===== src/rtl/qsfr_pkg.sv =====
package qsfr_pkg;

    typedef enum logic [2:0] {
        ST_IDLE  = 3'd0,
        ST_SETUP = 3'd1,
        ST_SHIFT = 3'd2,
        ST_HOLD  = 3'd3,
        ST_GAP   = 3'd4
    } seq_state_e;

    typedef enum logic [1:0] {
        PH_CMD  = 2'd0,
        PH_ADR  = 2'd1,
        PH_WAIT = 2'd2,
        PH_RX   = 2'd3
    } seq_phase_e;

    // width codes: 0 one lane, 1 two lanes, 2 four lanes, 3 one lane
    localparam logic [1:0] W_DUAL = 2'd1;
    localparam logic [1:0] W_QUAD = 2'd2;

    typedef struct packed {
        logic [2:0] rd_mode;
        logic [1:0] cmd_w;
        logic [1:0] adr_w;
        logic [1:0] rx_w;
        logic [1:0] adr_bytes;
        logic       wide_op;
        logic [7:0] custom_op;
        logic [3:0] wait_code;
        logic       setup_long;
        logic       hold_long;
        logic [3:0] gap_code;
    } seq_cfg_t;

endpackage


===== src/rtl/qspi_rd_opcode.sv =====
module qspi_rd_opcode (
    input  logic [2:0] rd_mode,
    input  logic [1:0] adr_bytes,
    input  logic       wide_op,
    input  logic [7:0] custom_op,
    output logic [7:0] opcode
);
    logic use4;

    always_comb begin
        use4 = wide_op && (adr_bytes == 2'd3);
        case (rd_mode)
            3'd0:    opcode = use4 ? 8'h13 : 8'h03;
            3'd1:    opcode = use4 ? 8'h0C : 8'h0B;
            3'd2:    opcode = use4 ? 8'h3C : 8'h3B;
            3'd3:    opcode = use4 ? 8'hBC : 8'hBB;
            3'd4:    opcode = use4 ? 8'h6C : 8'h6B;
            3'd5:    opcode = use4 ? 8'hEC : 8'hEB;
            default: opcode = custom_op;
        endcase
    end
endmodule


===== src/rtl/qspi_rd_lanes.sv =====
module qspi_rd_lanes
    import qsfr_pkg::*;
(
    input  logic       selected,
    input  seq_phase_e ph,
    input  logic [1:0] cmd_w,
    input  logic [1:0] adr_w,
    input  logic [1:0] rx_w,
    input  logic [3:0] tx_top,
    input  logic       wp_level,
    output logic [3:0] io_out,
    output logic [3:0] io_oe
);
    logic [1:0] w;

    always_comb begin
        io_out = {1'b1, wp_level, 2'b00};
        io_oe  = 4'b1101;
        w      = (ph == PH_CMD) ? cmd_w : adr_w;
        if (selected) begin
            if (ph == PH_CMD || ph == PH_ADR) begin
                case (w)
                    W_DUAL: begin
                        io_out = {1'b1, wp_level, tx_top[3:2]};
                        io_oe  = 4'b1111;
                    end
                    W_QUAD: begin
                        io_out = tx_top;
                        io_oe  = 4'b1111;
                    end
                    default: begin
                        io_out = {1'b1, wp_level, 1'b0, tx_top[3]};
                        io_oe  = 4'b1101;
                    end
                endcase
            end else if (rx_w == W_QUAD) begin
                io_out = 4'b0000;
                io_oe  = 4'b0000;
            end else begin
                io_out = {1'b1, wp_level, 2'b00};
                io_oe  = 4'b1100;
            end
        end
    end
endmodule


===== src/rtl/qspi_read_seq.sv =====
module qspi_read_seq
    import qsfr_pkg::*;
#(
    parameter int ADDR_W = 32,
    parameter int LEN_W  = 8
) (
    input  logic              clk,
    input  logic              rst_n,
    input  logic              half_tick,
    input  logic              req_valid,
    output logic              req_ready,
    input  logic [ADDR_W-1:0] req_addr,
    input  logic [LEN_W-1:0]  req_len,
    input  logic [2:0]        cfg_rd_mode,
    input  logic [1:0]        cfg_cmd_w,
    input  logic [1:0]        cfg_adr_w,
    input  logic [1:0]        cfg_rx_w,
    input  logic [1:0]        cfg_adr_bytes,
    input  logic              cfg_wide_op,
    input  logic [7:0]        cfg_custom_op,
    input  logic [3:0]        cfg_wait,
    input  logic              cfg_setup_long,
    input  logic              cfg_hold_long,
    input  logic [3:0]        cfg_gap,
    input  logic              cfg_wp_level,
    output logic              cs_n,
    output logic              sck,
    output logic [3:0]        io_out,
    output logic [3:0]        io_oe,
    input  logic [3:0]        io_in,
    output logic [7:0]        rd_data,
    output logic              rd_valid
);
    localparam int CLK_W = LEN_W + 4;
    localparam int TX_W  = 32;

    typedef struct packed {
        seq_state_e        st;
        seq_phase_e        ph;
        logic [4:0]        cnt;
        logic [CLK_W-1:0]  left;
        logic              sck;
        logic              csn;
        logic [TX_W-1:0]   tx;
        logic [7:0]        rx;
        logic [2:0]        rxbits;
        logic [7:0]        rdata;
        logic              rvalid;
        logic [ADDR_W-1:0] addr;
        logic [LEN_W-1:0]  len;
        seq_cfg_t          cfg;
    } regs_t;

    regs_t    q, d;
    seq_cfg_t cfg_in;
    logic [7:0] opcode;
    logic       rise, fall, has_wait;
    logic [1:0] cur_w;
    logic [3:0] nbits;
    logic [7:0] rx_next;
    logic [TX_W-1:0] adr_aligned;

    function automatic logic [CLK_W-1:0] span(input logic [CLK_W-1:0] bits, input logic [1:0] w);
        case (w)
            W_DUAL:  return bits >> 1;
            W_QUAD:  return bits >> 2;
            default: return bits;
        endcase
    endfunction

    assign cfg_in = '{rd_mode: cfg_rd_mode, cmd_w: cfg_cmd_w, adr_w: cfg_adr_w,
                      rx_w: cfg_rx_w, adr_bytes: cfg_adr_bytes, wide_op: cfg_wide_op,
                      custom_op: cfg_custom_op, wait_code: cfg_wait,
                      setup_long: cfg_setup_long, hold_long: cfg_hold_long,
                      gap_code: cfg_gap};

    qspi_rd_opcode u_opcode (
        .rd_mode   (cfg_in.rd_mode),
        .adr_bytes (cfg_in.adr_bytes),
        .wide_op   (cfg_in.wide_op),
        .custom_op (cfg_in.custom_op),
        .opcode    (opcode)
    );

    qspi_rd_lanes u_lanes (
        .selected (!q.csn),
        .ph       (q.ph),
        .cmd_w    (q.cfg.cmd_w),
        .adr_w    (q.cfg.adr_w),
        .rx_w     (q.cfg.rx_w),
        .tx_top   (q.tx[TX_W-1 -: 4]),
        .wp_level (cfg_wp_level),
        .io_out   (io_out),
        .io_oe    (io_oe)
    );

    always_comb begin
        d        = q;
        d.rvalid = 1'b0;
        has_wait = !(q.cfg.rd_mode == 3'd0 || q.cfg.rd_mode == 3'd6);
        cur_w    = (q.ph == PH_CMD) ? q.cfg.cmd_w : q.cfg.adr_w;
        rise     = half_tick && ((q.st == ST_SETUP && q.cnt == 5'd0) ||
                                 (q.st == ST_SHIFT && !q.sck));
        fall     = half_tick && (q.st == ST_SHIFT) && q.sck;
        adr_aligned = TX_W'(q.addr) << {~q.cfg.adr_bytes, 3'b000};

        case (q.cfg.rx_w)
            W_DUAL: begin rx_next = {q.rx[5:0], io_in[1:0]}; nbits = {1'b0, q.rxbits} + 4'd2; end
            W_QUAD: begin rx_next = {q.rx[3:0], io_in};      nbits = {1'b0, q.rxbits} + 4'd4; end
            default: begin rx_next = {q.rx[6:0], io_in[1]};  nbits = {1'b0, q.rxbits} + 4'd1; end
        endcase

        case (q.st)
            ST_IDLE: begin
                if (half_tick && req_valid) begin
                    d.cfg    = cfg_in;
                    d.addr   = req_addr;
                    d.len    = req_len;
                    d.csn    = 1'b0;
                    d.st     = ST_SETUP;
                    d.ph     = PH_CMD;
                    d.tx     = {opcode, 24'h000000};
                    d.left   = span(CLK_W'(8), cfg_in.cmd_w);
                    d.cnt    = cfg_in.setup_long ? 5'd2 : 5'd0;
                    d.rxbits = 3'd0;
                end
            end
            ST_SETUP: begin
                if (half_tick && q.cnt != 5'd0) d.cnt = q.cnt - 5'd1;
            end
            ST_HOLD: begin
                if (half_tick) begin
                    d.sck = 1'b0;
                    if (q.cnt == 5'd0) begin
                        d.csn = 1'b1;
                        d.st  = ST_GAP;
                        d.cnt = {q.cfg.gap_code, 1'b0};
                    end else begin
                        d.cnt = q.cnt - 5'd1;
                    end
                end
            end
            ST_GAP: begin
                if (half_tick) begin
                    if (q.cnt == 5'd0) d.st = ST_IDLE;
                    else               d.cnt = q.cnt - 5'd1;
                end
            end
            default: ;
        endcase

        if (rise) begin
            d.sck = 1'b1;
            d.st  = ST_SHIFT;
            if (q.ph == PH_RX) begin
                if (nbits == 4'd8) begin
                    d.rdata  = rx_next;
                    d.rvalid = 1'b1;
                    d.rxbits = 3'd0;
                end else begin
                    d.rxbits = nbits[2:0];
                end
                d.rx = rx_next;
                if (q.left == CLK_W'(1)) begin
                    d.st  = ST_HOLD;
                    d.cnt = q.cfg.hold_long ? 5'd2 : 5'd0;
                end
            end
        end

        if (fall) begin
            d.sck = 1'b0;
            if (q.left != CLK_W'(1)) begin
                d.left = q.left - CLK_W'(1);
                case (cur_w)
                    W_DUAL:  d.tx = q.tx << 2;
                    W_QUAD:  d.tx = q.tx << 4;
                    default: d.tx = q.tx << 1;
                endcase
            end else begin
                case (q.ph)
                    PH_CMD: begin
                        d.ph   = PH_ADR;
                        d.tx   = adr_aligned;
                        d.left = span(CLK_W'({q.cfg.adr_bytes, 3'b000}) + CLK_W'(8), q.cfg.adr_w);
                    end
                    PH_ADR: begin
                        if (has_wait) begin
                            d.ph   = PH_WAIT;
                            d.left = CLK_W'(q.cfg.wait_code) + CLK_W'(3);
                        end else begin
                            d.ph   = PH_RX;
                            d.left = span(CLK_W'({q.len, 3'b000}) + CLK_W'(8), q.cfg.rx_w);
                        end
                    end
                    default: begin
                        d.ph   = PH_RX;
                        d.left = span(CLK_W'({q.len, 3'b000}) + CLK_W'(8), q.cfg.rx_w);
                    end
                endcase
            end
        end
    end

    always_ff @(posedge clk or negedge rst_n) begin
        if (!rst_n) begin
            q     <= '0;
            q.csn <= 1'b1;
        end else begin
            q <= d;
        end
    end

    assign req_ready = (q.st == ST_IDLE) && half_tick;
    assign cs_n      = q.csn;
    assign sck       = q.sck;
    assign rd_data   = q.rdata;
    assign rd_valid  = q.rvalid;

    assert_sck_low_desel_R11: assert property (@(posedge clk) disable iff (!rst_n)
        cs_n |-> !sck);
    assert_ready_idle_R11: assert property (@(posedge clk) disable iff (!rst_n)
        req_ready |-> (cs_n && !sck));
    assert_sck_on_tick_R12: assert property (@(posedge clk) disable iff (!rst_n)
        !half_tick |=> $stable(sck));
    assert_csn_on_tick_R12: assert property (@(posedge clk) disable iff (!rst_n)
        !half_tick |=> $stable(cs_n));
    assert_strobe_single_R6: assert property (@(posedge clk) disable iff (!rst_n)
        rd_valid |=> !rd_valid);
    assert_quad_release_R10: assert property (@(posedge clk) disable iff (!rst_n)
        (!cs_n && q.st == ST_SHIFT && q.ph == PH_RX && q.cfg.rx_w == W_QUAD) |-> (io_oe == 4'b0000));
endmodule


===== config.mk =====
export PLATFORM = sky130hd
export DESIGN_NAME = qspi_read_seq
export DESIGN_NICKNAME = d
export VERILOG_FILES = /design/src/rtl/qsfr_pkg.sv /design/src/rtl/qspi_rd_opcode.sv /design/src/rtl/qspi_rd_lanes.sv /design/src/rtl/qspi_read_seq.sv
export SDC_FILE = /design/constraint.sdc
export NUM_CORES = 1
export LEC_CHECK = 0
export BUFFER_PORTS_ARGS = -buffer_cell sky130_fd_sc_hd__buf_2
export CAP_MARGIN = 20
export CORE_ASPECT_RATIO = 1.1
export CORE_MARGIN = 2
export CORE_UTILIZATION = 32
export CTS_BUF_LIST = sky130_fd_sc_hd__clkbuf_16
export DETAILED_ROUTE_END_ITERATION = 10
export HOLD_SLACK_MARGIN = 0.06
export PLACE_DENSITY = 0.47
export SETUP_SLACK_MARGIN = 0.02
export SLEW_MARGIN = 5
export SYNTH_ARGS = -nofsm -noshare
export SYNTH_HDL_FRONTEND = slang
export SYNTH_SLANG_ARGS = --single-unit
export TNS_END_PERCENT = 100

===== constraint.sdc =====
create_clock -name clk -period 4.65 [get_ports clk]
set_clock_uncertainty 0.2 [all_clocks]
set_input_delay 1.395 -clock clk [delete_from_list [all_inputs] [get_ports clk]]
set_output_delay 1.395 -clock clk [all_outputs]
set_load 0.01 [all_outputs]

==> results of run 1 <==
[what timing repair did]
| action | CTS | global route |
|---|---|---|
| endpoints found under the setup margin | 0 | 1 |
| buffers inserted | 0 | 0 |
| gates resized for setup | 0 | 1 |
[cells in the final DEF, fill, tap and decap left out, types with 10 or more instances in the layout]
| master | instances |
|---|---|
| sky130_fd_sc_hd__nand2_1 | 231 |
| sky130_fd_sc_hd__dfrtp_1 | 134 |
| sky130_fd_sc_hd__o21ai_0 | 97 |
| sky130_fd_sc_hd__buf_2 | 97 |
| sky130_fd_sc_hd__a22oi_1 | 46 |
| sky130_fd_sc_hd__a21oi_1 | 44 |
| sky130_fd_sc_hd__mux2i_1 | 38 |
| sky130_fd_sc_hd__nor2_1 | 31 |
| sky130_fd_sc_hd__inv_1 | 27 |
| sky130_fd_sc_hd__mux2_2 | 27 |
| sky130_fd_sc_hd__nor3_1 | 23 |
| sky130_fd_sc_hd__buf_4 | 23 |
| sky130_fd_sc_hd__nand3_1 | 19 |
| sky130_fd_sc_hd__a221oi_1 | 17 |
| sky130_fd_sc_hd__ha_1 | 17 |
| sky130_fd_sc_hd__clkbuf_16 | 17 |
| sky130_fd_sc_hd__a22o_1 | 14 |
| sky130_fd_sc_hd__xor2_1 | 11 |
| sky130_fd_sc_hd__a2bb2oi_1 | 10 |
[per-layer routing]
metal  GRT usage (%)  up-vias  share of wire [%]
met5               0        -                  0
met4            5.19        0                1.7
met3            3.01       25                4.2
met2            26.4      210                 42
met1            28.1     3554                 52
li1                -     3714                  -
[metrics by stage]
stage,cell area [um^2],utilization (%)
2_1_floorplan,8480,-
3_3_place_gp,9220,35.4
3_5_place_dp,9220,35.4
4_1_cts,9780,37.5
5_1_grt,9790,37.5
6_report,9790,37.5
[cell families (layout without fill, tap and decap cells)]
group	after synthesis	in the layout	synth area share [%]
AOI/OAI and AO/OA	299	299	23.5
xor gates and xnor gates	15	15	1.55
adders and majority gates	17	17	2.51
buffers and inverters	117	183	5.78
DFF	135	135	39.8
muxes	65	65	8.07
and+or+nand+nor	354	354	18.8
[layout make-up]
| class | instances | area [um^2] | area share, % |
|---|---|---|---|
| Multi-Input combinational cell | 750 | 4620 | 47.2 |
| Sequential cell | 135 | 3380 | 34.5 |
| Timing Repair Buffer | 121 | 669 | 6.84 |
| Tap cell | 352 | 440 | 4.50 |
| Clock buffer | 17 | 425 | 4.35 |
| Clock inverter | 15 | 139 | 1.42 |
| Inverter | 30 | 113 | 1.15 |
[worst min path at each step]
stage | startpoint | end | slack [ns] | depth (start not counted)
2_1_floorplan | q[62] | q[62] | 0.25 | 2
3_3_place_gp | q[64] | q[64] | 0.26 | 2
3_5_place_dp | q[64] | q[64] | 0.28 | 2
4_1_cts | q[64] | q[64] | 0.29 | 2
5_1_grt | q[68] | q[68] | 0.31 | 2
6_report | q[64] | q[64] | 0.29 | 2
[sequential cells by signal (all words and copies together), names as in the netlist]
| register | cells |
|---|---|
| sck | 1 |
| rd_data | 8 |
| q | 124 |
| rd_valid | 1 |
| cs_n | 1 |
[worst max-delay path: stages, from the launching register on]
cell and delay (ns):
sky130_fd_sc_hd__dfrtp_1 0.51, sky130_fd_sc_hd__nor2_2 0.26, sky130_fd_sc_hd__buf_4 0.24, sky130_fd_sc_hd__nand2_1 0.07, sky130_fd_sc_hd__o21ai_0 0.14, sky130_fd_sc_hd__inv_1 0.08
sky130_fd_sc_hd__ha_1 0.29, sky130_fd_sc_hd__nor3_1 0.21, sky130_fd_sc_hd__a21oi_1 0.05, sky130_fd_sc_hd__o21ai_0 0.15, sky130_fd_sc_hd__nand2_1 0.07, sky130_fd_sc_hd__buf_2 0.14
[power groups by stage]
stage               clock [mW]  combinational, mW  sequential, mW
floorplan                    0               2.25            1.87
global placement             0               2.94            2.08
detailed placement           0               2.94            2.08
CTS                       1.36               2.96            2.05
global route              1.42               3.31            2.12
finish                    1.33               2.97            2.06
==> results_dict.tcl, run 1 <==
set metrics [dict create \
    pre_cts_ws_ns 0.773 \
    place.detailed.hpwl_mm 17.8 \
    die_area_um2 27800 \
    post_route_cells_drive_above_1_share_pct 18.4 \
    worst_skew_pair.late_latency_ns 0.42 \
    ctsLongestPathBuffers 2 \
    synth_flop_cell "sky130_fd_sc_hd__dfrtp_1" \
    ys_types 70 \
    floorplan.initialDensity_pct 32.5 \
    place_congestion 0.824 \
    netlist_area_before_placement_um2 8480 \
    synth_edf_count 0 \
    num_vias 7503 \
    maximum_number_of_pins_on_one_net_before_global_route_repair 79 \
    globalRouteTotalUtil_pct 18.3 \
    syn_avg_cell_area_um2 8.46 \
    die_width_um 159 \
    cts.sink_count 135 \
    rrSetupSlack_ns 1.26 \
    n_antenna_cell 0 \
    power.ir.vdd_worst_uv 328 \
    global_route_wire_length_before_repair_mm 40.9 \
    internal_power_mw 3.44 \
    die-height_um 175 \
    finish.net_count 1151 \
    cts_hold_repair.buffers 0 \
    p_sw_share_pct 45.9 \
    first_pass_iters 5 \
    netSwitchingPower_mw 2.91 \
    share_of_the_clock_period_used_by_the_worst_path_after_layout_pct 90.9 \
    port_buffers 98 \
    seq_power_share_pct 32.4 \
    worstSetupEndpointType "output pin" \
    worst_r2r_endpoint "rd_data[7]" \
    placedCellCount 1388 \
    fp.coreArea_um2 26100 \
    synth_async_sr_flop_share_pct 100 \
    syn_inst 1002 \
    comb_power_share_pct 46.7 \
    synthTopCellsByArea "sky130_fd_sc_hd__dfrtp_1 (40%), sky130_fd_sc_hd__nand2_1 (10%), sky130_fd_sc_hd__o21ai_0 (5.7%), sky130_fd_sc_hd__mux2i_1 (4.5%), sky130_fd_sc_hd__a22oi_1 (4.1%)" \
    setup.worst_path.end "io_out[2]" \
    crit_path_class "flop to output pin" \
    synth.yosys.seq_area_share_pct 39.8 \
    relative_slew_margins_pct 41.6 \
    endpoint_arrival_time_on_the_critical_path_ns 2.63 \
    final_setup_violation_count 0 \
    antenna_found_initial 0 \
    floorplan.io_pins 99 \
    gr-total-overflow 0 \
    setup_slack_ns 0.425 \
    yosys_warnings 0 \
    element_type_at_the_critical_path_start "flop" \
    tritoncts "built" \
    ys_seq_elements 135 \
    cts.reportedPaths.clkPinSlew_ns 0.07 \
    synth.top_cells.by_count "sky130_fd_sc_hd__nand2_1 (232), sky130_fd_sc_hd__dfrtp_1 (134), sky130_fd_sc_hd__o21ai_0 (97), sky130_fd_sc_hd__clkbuf_1 (62), sky130_fd_sc_hd__a22oi_1 (46)" \
    synthesized_nets 1098 \
    run_status "finished, final reports clean" \
    floorplan.rows 62 \
    cts.root.buffer_cell "sky130_fd_sc_hd__clkbuf_16" \
    tritoncts.num_buffers 17 \
    slew_viol_final 0 \
    maxCapViolCount 0 \
    routed_via_density 5.28 \
    power_per_cell_area_nw_per_um2 649 \
    hold_violations 0 \
    htree_num_levels 4 \
    synth.largest_area_cell "sky130_fd_sc_hd__dfrtp_1" \
    setup_tns_ns 0 \
    max_clock_freq_mhz 237 \
    areaGrowthSynthToFinish_pct 15.4 \
    max_slew.worst_pin.slew_ns 0.876 \
    first_global_vias 7276 \
    path_max_fanout 14 \
    route.detailed.wl_per_inst_um 17.9 \
    p_leak_nw 4.36 \
    worst_hold_path_type "flop to flop" \
    synthMostInstantiatedCell "sky130_fd_sc_hd__nand2_1" \
    fin_total_pwr_mw 6.36 \
    netlist.area_leader.share_pct 39.5 \
    crit_path_start "q[142]" \
    power.share.clock_pct 20.9 \
    reg2reg_from "q[21]" \
    drt-initial-drc-count 544 \
    whs_ns 0.290 \
    critPathRequiredTime_ns 3.05 \
    layoutNonFillerInstCount 1420 \
    post-route-min-period_ns 4.22 \
    fillerInstances 2731 \
    postRouteWirelength_mm 25.4 \
    remaining_drc_errors 0 \
    grt_setup_unrepaired "false" \
    worstRegToRegCells 7 \
    route.antenna.remaining_nets 0 \
]
(Power assumes the default switching activity.)
==> inputs of run 2 (changes only) <==
- ABC_AREA: not set -> 1
==> run 2 against run 1 <==
Area after synthesis rose by 5.5%. First-iteration DRC count is 33% higher. Critical path type unchanged. Maximum frequency is 0.34% lower. Die area grew 5.4%. Total power down 58%. Sequential cell count is the same. Sequential power is 42% lower. Cell count increased by 19%. Critical path depth is 1 higher.
==> results_dict.tcl, run 2 <==
set metrics [dict create \
    areaGrowthSynthToFinish_pct 14.2 \
    share_of_the_clock_period_used_by_the_worst_path_after_layout_pct 91.2 \
    hold_violations 0 \
    maximum_number_of_pins_on_one_net_before_global_route_repair 103 \
    floorplan.rows 64 \
    cp_slowest_stage_delay_ns 0.47 \
    largest_reg_flops 124 \
    globalRouteTotalUtil_pct 22.3 \
    post-route-min-period_ns 4.24 \
    place_congestion 0.939 \
    synth.top_cells.by_count "sky130_fd_sc_hd__nand2_1 (349), sky130_fd_sc_hd__dfrtp_1 (134), sky130_fd_sc_hd__o21ai_0 (128), sky130_fd_sc_hd__inv_1 (124), sky130_fd_sc_hd__nand3_1 (120)" \
    slew_viol_final 0 \
    final_setup_violation_count 0 \
    fp.coreArea_um2 27600 \
    crit_path_start "q[142]" \
    remaining_drc_errors 0 \
    crit_path_cell_trace "nor2_4 > buf_4 > nand2_1 > o21ai_0 > ha_1 > inv_2 > buf_4 > nand2_1 > nor2_1 > a221oi_1 > nor2_1 > buf_2" \
    grt_setup_unrepaired "false" \
    postRouteWirelength_mm 31.9 \
    floorplan.io_pins 99 \
    routed_via_density 5.24 \
    post-cts-setup-buffer-count 0 \
    htree_num_levels 4 \
    netSwitchingPower_mw 0.687 \
    layout.cells.most_common "sky130_fd_sc_hd__nand2_1" \
    ys_types 47 \
    finish.net_count 1416 \
    setup.worst_path.end "io_out[0]" \
    route.detailed.wl_per_inst_um 18.8 \
    synth.yosys.seq_area_share_pct 37.8 \
    critPathRequiredTime_ns 3.05 \
    crit_path_class "flop to output pin" \
    syn_inst 1259 \
    run_status "finished, final reports clean" \
    synth.largest_area_cell "sky130_fd_sc_hd__dfrtp_1" \
    route.antenna.remaining_nets 0 \
    place.detailed.hpwl_mm 23.4 \
    p_sw_share_pct 25.9 \
    post_cts_resized 0 \
    reg2reg_from "q[142]" \
    element_type_at_the_critical_path_start "flop" \
    n_antenna_cell 0 \
    path_max_fanout 31 \
    routed-wl-met2_mm 16.0 \
    first_pass_iters 6 \
    cp.buffers_inverters 4 \
    synthMostInstantiatedCell "sky130_fd_sc_hd__nand2_1" \
    first_global_vias 8668 \
    netlist_area_before_placement_um2 8950 \
    routed-wl-met3_mm 1.77 \
    largest-register "q" \
    worst_r2r_endpoint "q[117]" \
    worst_skew_pair.late_latency_ns 0.44 \
    ctsLongestPathBuffers 2 \
    synthTopCellsByArea "sky130_fd_sc_hd__dfrtp_1 (37%), sky130_fd_sc_hd__nand2_1 (15%), sky130_fd_sc_hd__o21ai_0 (7.2%), sky130_fd_sc_hd__nand3_1 (6.7%), sky130_fd_sc_hd__inv_1 (5.2%)" \
    power.ir.vdd_worst_uv 156 \
    route.layer.met1.wl_mm 13.2 \
    endpoint_arrival_time_on_the_critical_path_ns 2.64 \
    max_slew.worst_pin.slew_ns 0.985 \
    gr-total-overflow 0 \
    cts.root.buffer_cell "sky130_fd_sc_hd__clkbuf_16" \
    port_buffers 98 \
    rrSetupSlack_ns 1.65 \
    power.share.clock_pct 51.4 \
    synthesized_nets 1355 \
    die-height_um 179 \
    syn_avg_cell_area_um2 7.11 \
    ys_seq_elements 135 \
    cts.sink_count 135 \
    synth_async_sr_flop_share_pct 100 \
    tritoncts "built" \
    synth_flop_cell "sky130_fd_sc_hd__dfrtp_1" \
    die_width_um 163 \
    critical_path.top_delay_family "buffers and inverters" \
    worstRegToRegCells 11 \
    seq_power_share_pct 44.6 \
    path_depth 12 \
    setup_tns_ns 0 \
    dr.max_layer_used "met4" \
    worst_hold_path_type "flop to flop" \
    global_route_wire_length_before_repair_mm 49.7 \
    tritoncts.num_buffers 17 \
    power_per_cell_area_nw_per_um2 260 \
    final_core_utilization_pct 37.0 \
    drt-initial-drc-count 724 \
    max_clock_freq_mhz 236 \
    num_vias 8891 \
    yosys_warnings 0 \
    maxCapViolCount 0 \
    die_area_um2 29300 \
    internal_power_mw 1.97 \
    p_leak_nw 5.07 \
    synth_edf_count 0 \
    antenna_found_initial 0 \
    post_route_cells_drive_above_1_share_pct 14.5 \
    floorplan.initialDensity_pct 32.4 \
    worstSetupEndpointType "output pin" \
    most-common-layout-cells "sky130_fd_sc_hd__nand2_1 (349), sky130_fd_sc_hd__dfrtp_1 (134), sky130_fd_sc_hd__o21ai_0 (128), sky130_fd_sc_hd__inv_1 (125), sky130_fd_sc_hd__nand3_1 (120)" \
    comb_power_share_pct 3.9 \
    relative_slew_margins_pct 34.3 \
    cts_hold_repair.buffers 0 \
    netlist.area_leader.share_pct 37.5 \
    timing.critical_path.slowest_stage_cell "sky130_fd_sc_hd__dfrtp_1" \
    cts.reportedPaths.clkPinSlew_ns 0.07 \
]
## run 2: logic make-up after synthesis
| kind of cell | count (synthesis) | share of synthesized area [%] |
|---|---|---|
| flops | 135 | 37.8 |
| compound gates | 305 | 19.8 |
| simple gates | 580 | 28.6 |
| buf+inv | 211 | 10.4 |
| fa+ha+maj | 17 | 2.38 |
| xor+xnor | 11 | 1.08 |
## run 2: through the flow
step	hold slack, ns	worst slack [ns]	total power [mW]	cells	cell area, um^2
floorplan	0.246	0.768	1.23	1259	8950
detailed placement	0.264	0.872	1.31	1664	9650
finish	0.273	0.411	2.65	1696	10200
CTS	0.282	0.373	2.69	1696	10200
global placement	0.257	0.883	1.32	1664	9650
global route	0.313	0.182	2.75	1696	10200
## run 2: worst min-delay path by stage
stage | start | to | slack (ns) | depth (start not counted)
3_5_place_dp | rd_data[5] | rd_data[5] | 0.26 | 2
5_1_grt | q[88] | q[88] | 0.31 | 2
6_report | rd_data[5] | rd_data[5] | 0.27 | 2
4_1_cts | rd_data[5] | rd_data[5] | 0.28 | 2
3_3_place_gp | rd_data[4] | rd_data[4] | 0.26 | 2
2_1_floorplan | q[25] | q[25] | 0.25 | 2
## run 2: power groups by stage
stage / registers (mW) / logic (mW) / clock network [mW]
2_1_floorplan: 1.21 / 0.0283 / 0
3_3_place_gp: 1.21 / 0.108 / 0
3_5_place_dp: 1.21 / 0.108 / 0
4_1_cts: 1.18 / 0.108 / 1.39
5_1_grt: 1.19 / 0.119 / 1.45
6_report: 1.19 / 0.104 / 1.37
## run 2: final cells by class
| class | instances | area (um^2) |
|---|---|---|
| Fill cell | 3012 | 17400 |
| Multi-Input combinational cell | 913 | 4640 |
| Sequential cell | 135 | 3380 |
| Timing Repair Buffer | 116 | 657 |
| Inverter | 137 | 518 |
| Tap cell | 363 | 454 |
| Clock buffer | 17 | 425 |
| Clock inverter | 15 | 145 |
## run 2: worst register-to-register path, delay by kind of cell, from the launching register on
kind | cells | cell delay, ns
compound gates | 4 | 0.83
simple gates | 2 | 0.27
buf+inv | 4 | 0.75
flops | 1 | 0.47
fa+ha+maj | 1 | 0.33
## run 2: per-layer routing
metal	vias to the layer above	track usage, %
li1	4296	-
met3	41	4.67
met4	0	8.26
met1	4283	27.1
met5	-	0
met2	271	39.0
